--- config.mk ---
export PLATFORM = sky130hd
export DESIGN_NAME = rx_frame_fifo
export DESIGN_NICKNAME = d
export VERILOG_FILES = /design/src/rtl/rxf_pkg.sv /design/src/rtl/rxf_store.sv /design/src/rtl/rxf_err_cnt.sv /design/src/rtl/rxf_idle.sv /design/src/rtl/rx_frame_fifo.sv
export SDC_FILE = /design/constraint.sdc
export NUM_CORES = 1
export LEC_CHECK = 0
export BUFFER_PORTS_ARGS = -buffer_cell sky130_fd_sc_hd__buf_4
export CAP_MARGIN = 20
export CORE_MARGIN = 2
export CORE_UTILIZATION = 30
export CTS_BUF_LIST = sky130_fd_sc_hd__clkbuf_4
export DETAILED_ROUTE_END_ITERATION = 8
export PLACE_DENSITY_LB_ADDON = 0.15
export SLEW_MARGIN = 20
export SYNTH_ARGS = -nofsm -noshare
export SYNTH_HDL_FRONTEND = slang
export SYNTH_SLANG_ARGS = --single-unit
--- constraint.sdc ---
create_clock -name clk_i -period 6.7 [get_ports clk_i]
set_clock_uncertainty 0.15 [all_clocks]
set_input_delay 1.005 -clock clk_i [delete_from_list [all_inputs] [get_ports clk_i]]
set_output_delay 1.005 -clock clk_i [all_outputs]
set_load 0.01 [all_outputs]
--- src/rtl/rxf_pkg.sv ---
package rxf_pkg;
  localparam int unsigned RXF_DATA_W = 9;

  typedef struct packed {
    logic                  ferr;
    logic                  perr;
    logic                  mpb;
    logic [RXF_DATA_W-1:0] data;
  } rxf_entry_t;
endpackage

--- src/rtl/rxf_store.sv ---
module rxf_store
  import rxf_pkg::*;
#(
  parameter int unsigned DEPTH = 16,
  localparam int unsigned AW   = (DEPTH > 1) ? $clog2(DEPTH) : 1,
  localparam int unsigned CW   = $clog2(DEPTH + 1)
) (
  input  logic       clk_i,
  input  logic       rst_ni,
  input  logic       clr_i,
  input  logic       ovr_clr_i,
  input  logic       push_req_i,
  input  rxf_entry_t entry_i,
  input  logic       pop_req_i,
  output rxf_entry_t head_o,
  output logic [CW-1:0] count_o,
  output logic       pushed_o,
  output logic       popped_o,
  output logic       ovr_o
);
  rxf_entry_t      mem_q [DEPTH];
  logic [AW-1:0]   wr_ptr_q, rd_ptr_q;
  logic [CW-1:0]   count_q;
  logic            ovr_q;
  logic            full, empty, drop;

  function automatic logic [AW-1:0] ptr_inc(input logic [AW-1:0] p);
    return (p == AW'(DEPTH - 1)) ? '0 : p + 1'b1;
  endfunction

  assign full     = (count_q == CW'(DEPTH));
  assign empty    = (count_q == '0);
  assign pushed_o = push_req_i && !full && !clr_i;
  assign popped_o = pop_req_i && !empty && !clr_i;
  assign drop     = push_req_i && full && !clr_i;

  always_ff @(posedge clk_i) begin
    if (pushed_o) mem_q[wr_ptr_q] <= entry_i;
  end

  always_ff @(posedge clk_i or negedge rst_ni) begin
    if (!rst_ni) begin
      wr_ptr_q <= '0;
      rd_ptr_q <= '0;
      count_q  <= '0;
    end else if (clr_i) begin
      wr_ptr_q <= '0;
      rd_ptr_q <= '0;
      count_q  <= '0;
    end else begin
      if (pushed_o) wr_ptr_q <= ptr_inc(wr_ptr_q);
      if (popped_o) rd_ptr_q <= ptr_inc(rd_ptr_q);
      case ({pushed_o, popped_o})
        2'b10:   count_q <= count_q + 1'b1;
        2'b01:   count_q <= count_q - 1'b1;
        default: count_q <= count_q;
      endcase
    end
  end

  // overrun survives a FIFO clear; a new drop beats the clear strobe
  always_ff @(posedge clk_i or negedge rst_ni) begin
    if (!rst_ni)        ovr_q <= 1'b0;
    else if (drop)      ovr_q <= 1'b1;
    else if (ovr_clr_i) ovr_q <= 1'b0;
  end

  assign head_o  = empty ? '0 : mem_q[rd_ptr_q];
  assign count_o = count_q;
  assign ovr_o   = ovr_q;

  AST_COUNT_RANGE: assert property (@(posedge clk_i) disable iff (!rst_ni)
    count_q <= CW'(DEPTH)) else $error("count above depth");
  AST_CLR_EMPTIES: assert property (@(posedge clk_i) disable iff (!rst_ni)
    clr_i |=> (count_q == '0)) else $error("clear left data");
  AST_DROP_SETS_OVR: assert property (@(posedge clk_i) disable iff (!rst_ni)
    (push_req_i && full && !clr_i) |=> ovr_q) else $error("drop without overrun");
  AST_OVR_STICKY: assert property (@(posedge clk_i) disable iff (!rst_ni)
    (ovr_q && !ovr_clr_i) |=> ovr_q) else $error("overrun lost");
  AST_FULL_NO_GROW: assert property (@(posedge clk_i) disable iff (!rst_ni)
    (full && !pop_req_i) |=> (count_q == CW'(DEPTH)) || $past(clr_i)) else $error("count grew past full");
endmodule

--- src/rtl/rxf_err_cnt.sv ---
module rxf_err_cnt #(
  parameter int unsigned CW = 5
) (
  input  logic          clk_i,
  input  logic          rst_ni,
  input  logic          clr_i,
  input  logic          inc_i,
  input  logic          dec_i,
  output logic [CW-1:0] cnt_o
);
  logic [CW-1:0] cnt_q;

  always_ff @(posedge clk_i or negedge rst_ni) begin
    if (!rst_ni)     cnt_q <= '0;
    else if (clr_i)  cnt_q <= '0;
    else begin
      case ({inc_i, dec_i})
        2'b10:   cnt_q <= cnt_q + 1'b1;
        2'b01:   cnt_q <= cnt_q - 1'b1;
        default: cnt_q <= cnt_q;
      endcase
    end
  end

  assign cnt_o = cnt_q;

  AST_ERR_NO_UNDERFLOW: assert property (@(posedge clk_i) disable iff (!rst_ni)
    (dec_i && !clr_i) |-> (cnt_q != '0)) else $error("error count underflow");
endmodule

--- src/rtl/rxf_idle.sv ---
module rxf_idle #(
  parameter int unsigned IDLE_BITS = 15,
  parameter int unsigned CW        = 5,
  localparam int unsigned TW       = $clog2(IDLE_BITS + 1)
) (
  input  logic          clk_i,
  input  logic          rst_ni,
  input  logic          clr_i,
  input  logic          frame_i,
  input  logic          start_i,
  input  logic          tick_i,
  input  logic          pop_last_i,
  input  logic [CW-1:0] count_i,
  input  logic [CW-1:0] rtrg_i,
  output logic          dready_o
);
  logic          armed_q, dready_q;
  logic [TW-1:0] idle_q;
  logic          expire, qualify;

  assign expire  = armed_q && tick_i && (idle_q == TW'(IDLE_BITS - 1));
  assign qualify = (count_i != '0) && (count_i <= rtrg_i);

  always_ff @(posedge clk_i or negedge rst_ni) begin
    if (!rst_ni) begin
      armed_q <= 1'b0;
      idle_q  <= '0;
    end else if (clr_i || start_i) begin
      armed_q <= 1'b0;
      idle_q  <= '0;
    end else if (frame_i) begin
      armed_q <= 1'b1;
      idle_q  <= '0;
    end else if (expire) begin
      armed_q <= 1'b0;
      idle_q  <= '0;
    end else if (armed_q && tick_i) begin
      idle_q  <= idle_q + 1'b1;
    end
  end

  always_ff @(posedge clk_i or negedge rst_ni) begin
    if (!rst_ni)                                       dready_q <= 1'b0;
    else if (clr_i || start_i || frame_i || pop_last_i) dready_q <= 1'b0;
    else if (expire && qualify)                        dready_q <= 1'b1;
  end

  assign dready_o = dready_q;

  AST_START_DROPS_READY: assert property (@(posedge clk_i) disable iff (!rst_ni)
    start_i |=> !dready_q) else $error("ready survived start bit");
  AST_READY_HAS_DATA: assert property (@(posedge clk_i) disable iff (!rst_ni)
    dready_q |-> (count_i != '0)) else $error("ready while empty");
endmodule

--- src/rtl/rx_frame_fifo.sv ---
module rx_frame_fifo
  import rxf_pkg::*;
#(
  parameter int unsigned DEPTH     = 16,
  parameter int unsigned IDLE_BITS = 15,
  localparam int unsigned CW       = $clog2(DEPTH + 1),
  localparam int unsigned DW       = RXF_DATA_W
) (
  input  logic          clk_i,
  input  logic          rst_ni,
  input  logic          fifo_clr_i,
  input  logic          ovr_clr_i,
  input  logic [CW-1:0] rtrg_i,
  input  logic [CW-1:0] rts_trg_i,
  input  logic          dres_sel_i,
  input  logic          wr_valid_i,
  input  logic [DW-1:0] wr_data_i,
  input  logic          wr_mpb_i,
  input  logic          wr_perr_i,
  input  logic          wr_ferr_i,
  input  logic          start_det_i,
  input  logic          bit_tick_i,
  input  logic          rd_lo_i,
  output logic [DW-1:0] head_data_o,
  output logic          head_mpb_o,
  output logic          head_perr_o,
  output logic          head_ferr_o,
  output logic [CW-1:0] count_o,
  output logic [CW-1:0] ferr_cnt_o,
  output logic [CW-1:0] perr_cnt_o,
  output logic          trig_full_o,
  output logic          dready_o,
  output logic          ovr_o,
  output logic          rts_o,
  output logic          rx_irq_o,
  output logic          err_irq_o
);
  localparam int unsigned NERR = 2;  // 0: framing, 1: parity

  rxf_entry_t    wr_entry, head;
  logic [CW-1:0] count;
  logic          pushed, popped;
  logic [NERR-1:0] in_err, head_err;
  logic [CW-1:0] err_cnt [NERR];

  assign wr_entry = '{ferr: wr_ferr_i, perr: wr_perr_i, mpb: wr_mpb_i, data: wr_data_i};

  rxf_store #(.DEPTH(DEPTH)) u_store (
    .clk_i      (clk_i),
    .rst_ni     (rst_ni),
    .clr_i      (fifo_clr_i),
    .ovr_clr_i  (ovr_clr_i),
    .push_req_i (wr_valid_i),
    .entry_i    (wr_entry),
    .pop_req_i  (rd_lo_i),
    .head_o     (head),
    .count_o    (count),
    .pushed_o   (pushed),
    .popped_o   (popped),
    .ovr_o      (ovr_o)
  );

  assign in_err   = {wr_entry.perr, wr_entry.ferr};
  assign head_err = {head.perr, head.ferr};

  for (genvar g = 0; g < NERR; g++) begin : g_err
    rxf_err_cnt #(.CW(CW)) u_cnt (
      .clk_i  (clk_i),
      .rst_ni (rst_ni),
      .clr_i  (fifo_clr_i),
      .inc_i  (pushed && in_err[g]),
      .dec_i  (popped && head_err[g]),
      .cnt_o  (err_cnt[g])
    );
  end

  rxf_idle #(.IDLE_BITS(IDLE_BITS), .CW(CW)) u_idle (
    .clk_i      (clk_i),
    .rst_ni     (rst_ni),
    .clr_i      (fifo_clr_i),
    .frame_i    (pushed),
    .start_i    (start_det_i),
    .tick_i     (bit_tick_i),
    .pop_last_i (popped && (count == CW'(1)) && !pushed),
    .count_i    (count),
    .rtrg_i     (rtrg_i),
    .dready_o   (dready_o)
  );

  assign head_data_o = head.data;
  assign head_mpb_o  = head.mpb;
  assign head_perr_o = head.perr;
  assign head_ferr_o = head.ferr;
  assign count_o     = count;
  assign ferr_cnt_o  = err_cnt[0];
  assign perr_cnt_o  = err_cnt[1];
  assign trig_full_o = (count >= rtrg_i);
  assign rts_o       = (count < rts_trg_i);
  assign rx_irq_o    = trig_full_o | (dready_o & ~dres_sel_i);
  assign err_irq_o   = ovr_o | (dready_o & dres_sel_i);

  AST_FERR_WITHIN_FILL: assert property (@(posedge clk_i) disable iff (!rst_ni)
    ferr_cnt_o <= count) else $error("framing count above fill");
  AST_PERR_WITHIN_FILL: assert property (@(posedge clk_i) disable iff (!rst_ni)
    perr_cnt_o <= count) else $error("parity count above fill");
  AST_HEAD_ZERO_EMPTY: assert property (@(posedge clk_i) disable iff (!rst_ni)
    (count == '0) |-> (head_data_o == '0 && !head_mpb_o && !head_perr_o && !head_ferr_o))
    else $error("head not blank when empty");
endmodule

==> run summary <==
Post-synth ARST share: 13.51%
Max Cap Viol: 0
main combinational cell family by area after synthesis: multiplexers
Synth Area in Compound Gates: 7.198%
post-synthesis sequential area ratio: 66.46%
number of global-route vias before repair: 6,064
min cycle time layout: 4.622 ns
initial antenna violation count: 2
pwr dens: 315.7 nW/um^2
Worst-Margin Slew: 1.152 ns
buffers added on ports: 63
ys flop type: edfxtp_1
outcome: complete, no violations
Hold Crit Class: in -> async
most frequent cells in the layout: edfxtp_1 (192), clkbuf_4 (89), buf_4 (67)
layout cell share with drive strength beyond 1: 27.83%
clk sink count: 222
Period Utilization, post-route: 68.99%
final net count: 787
synthesized net count: 690
GPL Wtd Cong: 0.7352
setup slack after layout: 2.078 ns
Syn-to-layout area delta: 17.59%
fin util: 35.61%
Max Transition Viols Final: 0
CP Capture Type: output port
CTS tree: done
Setup-failing EPs final: 0
post-synthesis mux area share: 10.86%
post-synthesis adder-cell area fraction: 3.726%
Post-DRT Antenna Nets: 0
Slew HR: 23.15%
TNS Setup: 0 ns
average size of a mapped cell: 15.54 um^2
grt total ovfl: 0
startpoint types: register
die area: 34,140 um^2
Die Y: 184.8 um
total global-route track usage: 14.70%
Pint: 0.002577 W
drt drc: 0
sequential power share: 45.6%
Setup WS pre-CTS: 2.522 ns
Routed wire per std cell: 20.34 um
Multi-input gate area: 3103 um^2
Filler cells: 3,164
Final Power: 0.003639 W
Root Driver: clkbuf_4
Die X: 184.8 um
clock network fraction of total power: 32.3%
core area: 32,370 um^2
Setup CP Type: reg -> out
hpwl dp: 14,830 um
Max clock buf depth: 3
clock transition at the registers of the reported paths: 0.07 ns
Combinational Power Share: 22.1%
postcts setup bufs: 0
worst-skew pair later-pin latency: 0.71 ns
Leak: 4.011 nW
CTS resizes: 0
# H-tree levels: 2
synthesized cell area: 9804 um^2
Mapped Cells: 631
xor/xnor share of the synthesized area: 1.161%
sequential standard cell area: 6520 um^2
CTS buffer count: 56
Switching Power: 0.001062 W
final hold vios: 0
Worst EP arrival: 3.47 ns
most common cell after layout, fill and taps aside: edfxtp_1
I/O Pins: 64
Yosys Warn Count: 0
fmax: 216.4 MHz
CP Data Required Time: 5.54 ns
TritonRoute pass-1 iters: 4
RSZ-0062 raised after global routing: no
Worst Path Max Fanout: 56
first-pass GRT wire length: 36,620 um
drt total wl: 24,650 um
DR vias: 5,887
vias per std cell: 4.857
Yosys reg bits: 222
largest net degree at the start of global routing: 57
sw frac: 29.20%
Post-synth EDFFs: 192
number of DRC markers in iteration 0: 402
simple-gate share of the synthesized area: 7.797%
maximum VDD drop: 141.9 uV
num rows: 66
Yosys cell types: 60
Post-CTS Hold Fix Bufs: 0
Starting Density: 30.29%
[critical path: stages, from the launching register on]
cell	delay, ns
dfrtp_4	1.06
buf_4	0.54
mux2i_1	0.14
o221ai_1	0.31
o22ai_1	0.15
a211oi_1	0.34
buf_4	0.19
[through the flow]
stage               instance area (um^2)  hold WS (ns)  cells
global route                       11530       0.08578   1212
global placement                   10770        0.3750   1111
CTS                                11510       0.06312   1210
detailed placement                 10770        0.3868   1111
floorplan                           9804        0.3473    631
finish                             11530       0.09435   1212
[area by class of cell]
| type | instances | area share (%) |
|---|---|---|
| timing repair buffer | 68 | 4.461 |
| multi-input combinational | 355 | 26.92 |
| clock buffer | 89 | 5.796 |
| clock inverter | 10 | 0.6403 |
| antenna | 1 | 0.02171 |
| inverter | 25 | 0.8140 |
| tap | 442 | 4.797 |
| sequential | 222 | 56.56 |
[path summary, 6_finish.rpt]
check | cells past startpoint | startpoint | slack (ns) | to
setup / recovery | 6 | u_store.rd_ptr_q[0]$_DFFE_PN0P_ | 2.08 | head_data_o[8]
hold / removal | 1 | rst_ni | 0.09 | u_store.rd_ptr_q[1]$_DFFE_PN0P_
setup reg to reg | 13 | u_store.rd_ptr_q[1]$_DFFE_PN0P_ | 2.48 | g_err[1].u_cnt.cnt_o[4]$_DFFE_PN0P_
hold reg to reg | 2 | u_idle.armed_q$_DFFE_PN0P_ | 0.40 | u_idle.armed_q$_DFFE_PN0P_
max in group asynchronous | 1 | rst_ni | 5.93 | u_store.rd_ptr_q[0]$_DFFE_PN0P_
min in group clk_i | 2 | ovr_clr_i | 0.35 | u_store.ovr_o$_DFFE_PN0P_
[kinds of logic after synthesis]
family | count (synthesis)
mux | 75
buf+inv | 54
compound gates | 100
simple gates | 139
xor+xnor | 13
fa+ha+maj | 28
flops | 222
[cells in the mapped netlist (5+ instances only)]
| cell type | number | share of area [%] |
|---|---|---|
| a211oi_1 | 10 | 0.77 |
| nand2b_1 | 12 | 0.77 |
| o22ai_1 | 13 | 0.83 |
| o221ai_1 | 20 | 1.8 |
| dfrtp_1 | 30 | 7.7 |
| clkbuf_1 | 14 | 0.54 |
| xnor2_1 | 9 | 0.80 |
| nand3b_1 | 5 | 0.38 |
| inv_1 | 25 | 0.96 |
| o21ai_0 | 8 | 0.41 |
| o21ai_1 | 11 | 0.56 |
| edfxtp_1 | 192 | 59 |
| ha_1 | 26 | 3.3 |
| nor2_1 | 35 | 1.3 |
| a21oi_1 | 13 | 0.66 |
| nor3_1 | 11 | 0.56 |
| mux4_2 | 22 | 5.1 |
| buf_4 | 6 | 0.46 |
| o21a_1 | 5 | 0.38 |
| nand3_1 | 7 | 0.36 |
| nor2b_1 | 5 | 0.32 |
| mux2i_1 | 46 | 4.7 |
| nand2_1 | 34 | 1.3 |
| nor3b_2 | 5 | 0.64 |
[sequential cells by signal, indices dropped and copies added, names as in the netlist]
register,count
u_store.ovr_o,1
u_idle.armed_q,1
u_store.mem_q,192
u_store.count_o,5
g_err.u_cnt.cnt_o,10
u_idle.idle_q,4
u_store.rd_ptr_q,4
u_store.wr_ptr_q,4
u_idle.dready_o,1
[power by group through the flow]
stage / combinational (W) / sequential (W) / clock, W
floorplan: 0.000590 / 0.00162 / 0
CTS: 0.000825 / 0.00166 / 0.00122
finish: 0.000805 / 0.00166 / 0.00117
global route: 0.000883 / 0.00167 / 0.00129
detailed placement: 0.000822 / 0.00169 / 0
global placement: 0.000809 / 0.00169 / 0
[layer usage]
metal  part of all wire (%)  global-route usage [%]
met5                      0                       0
met4                    1.5                   4.571
met3                    7.1                   3.048
met2                     50                   25.05
met1                     42                   18.80
Power figures use the tool's default switching activity.
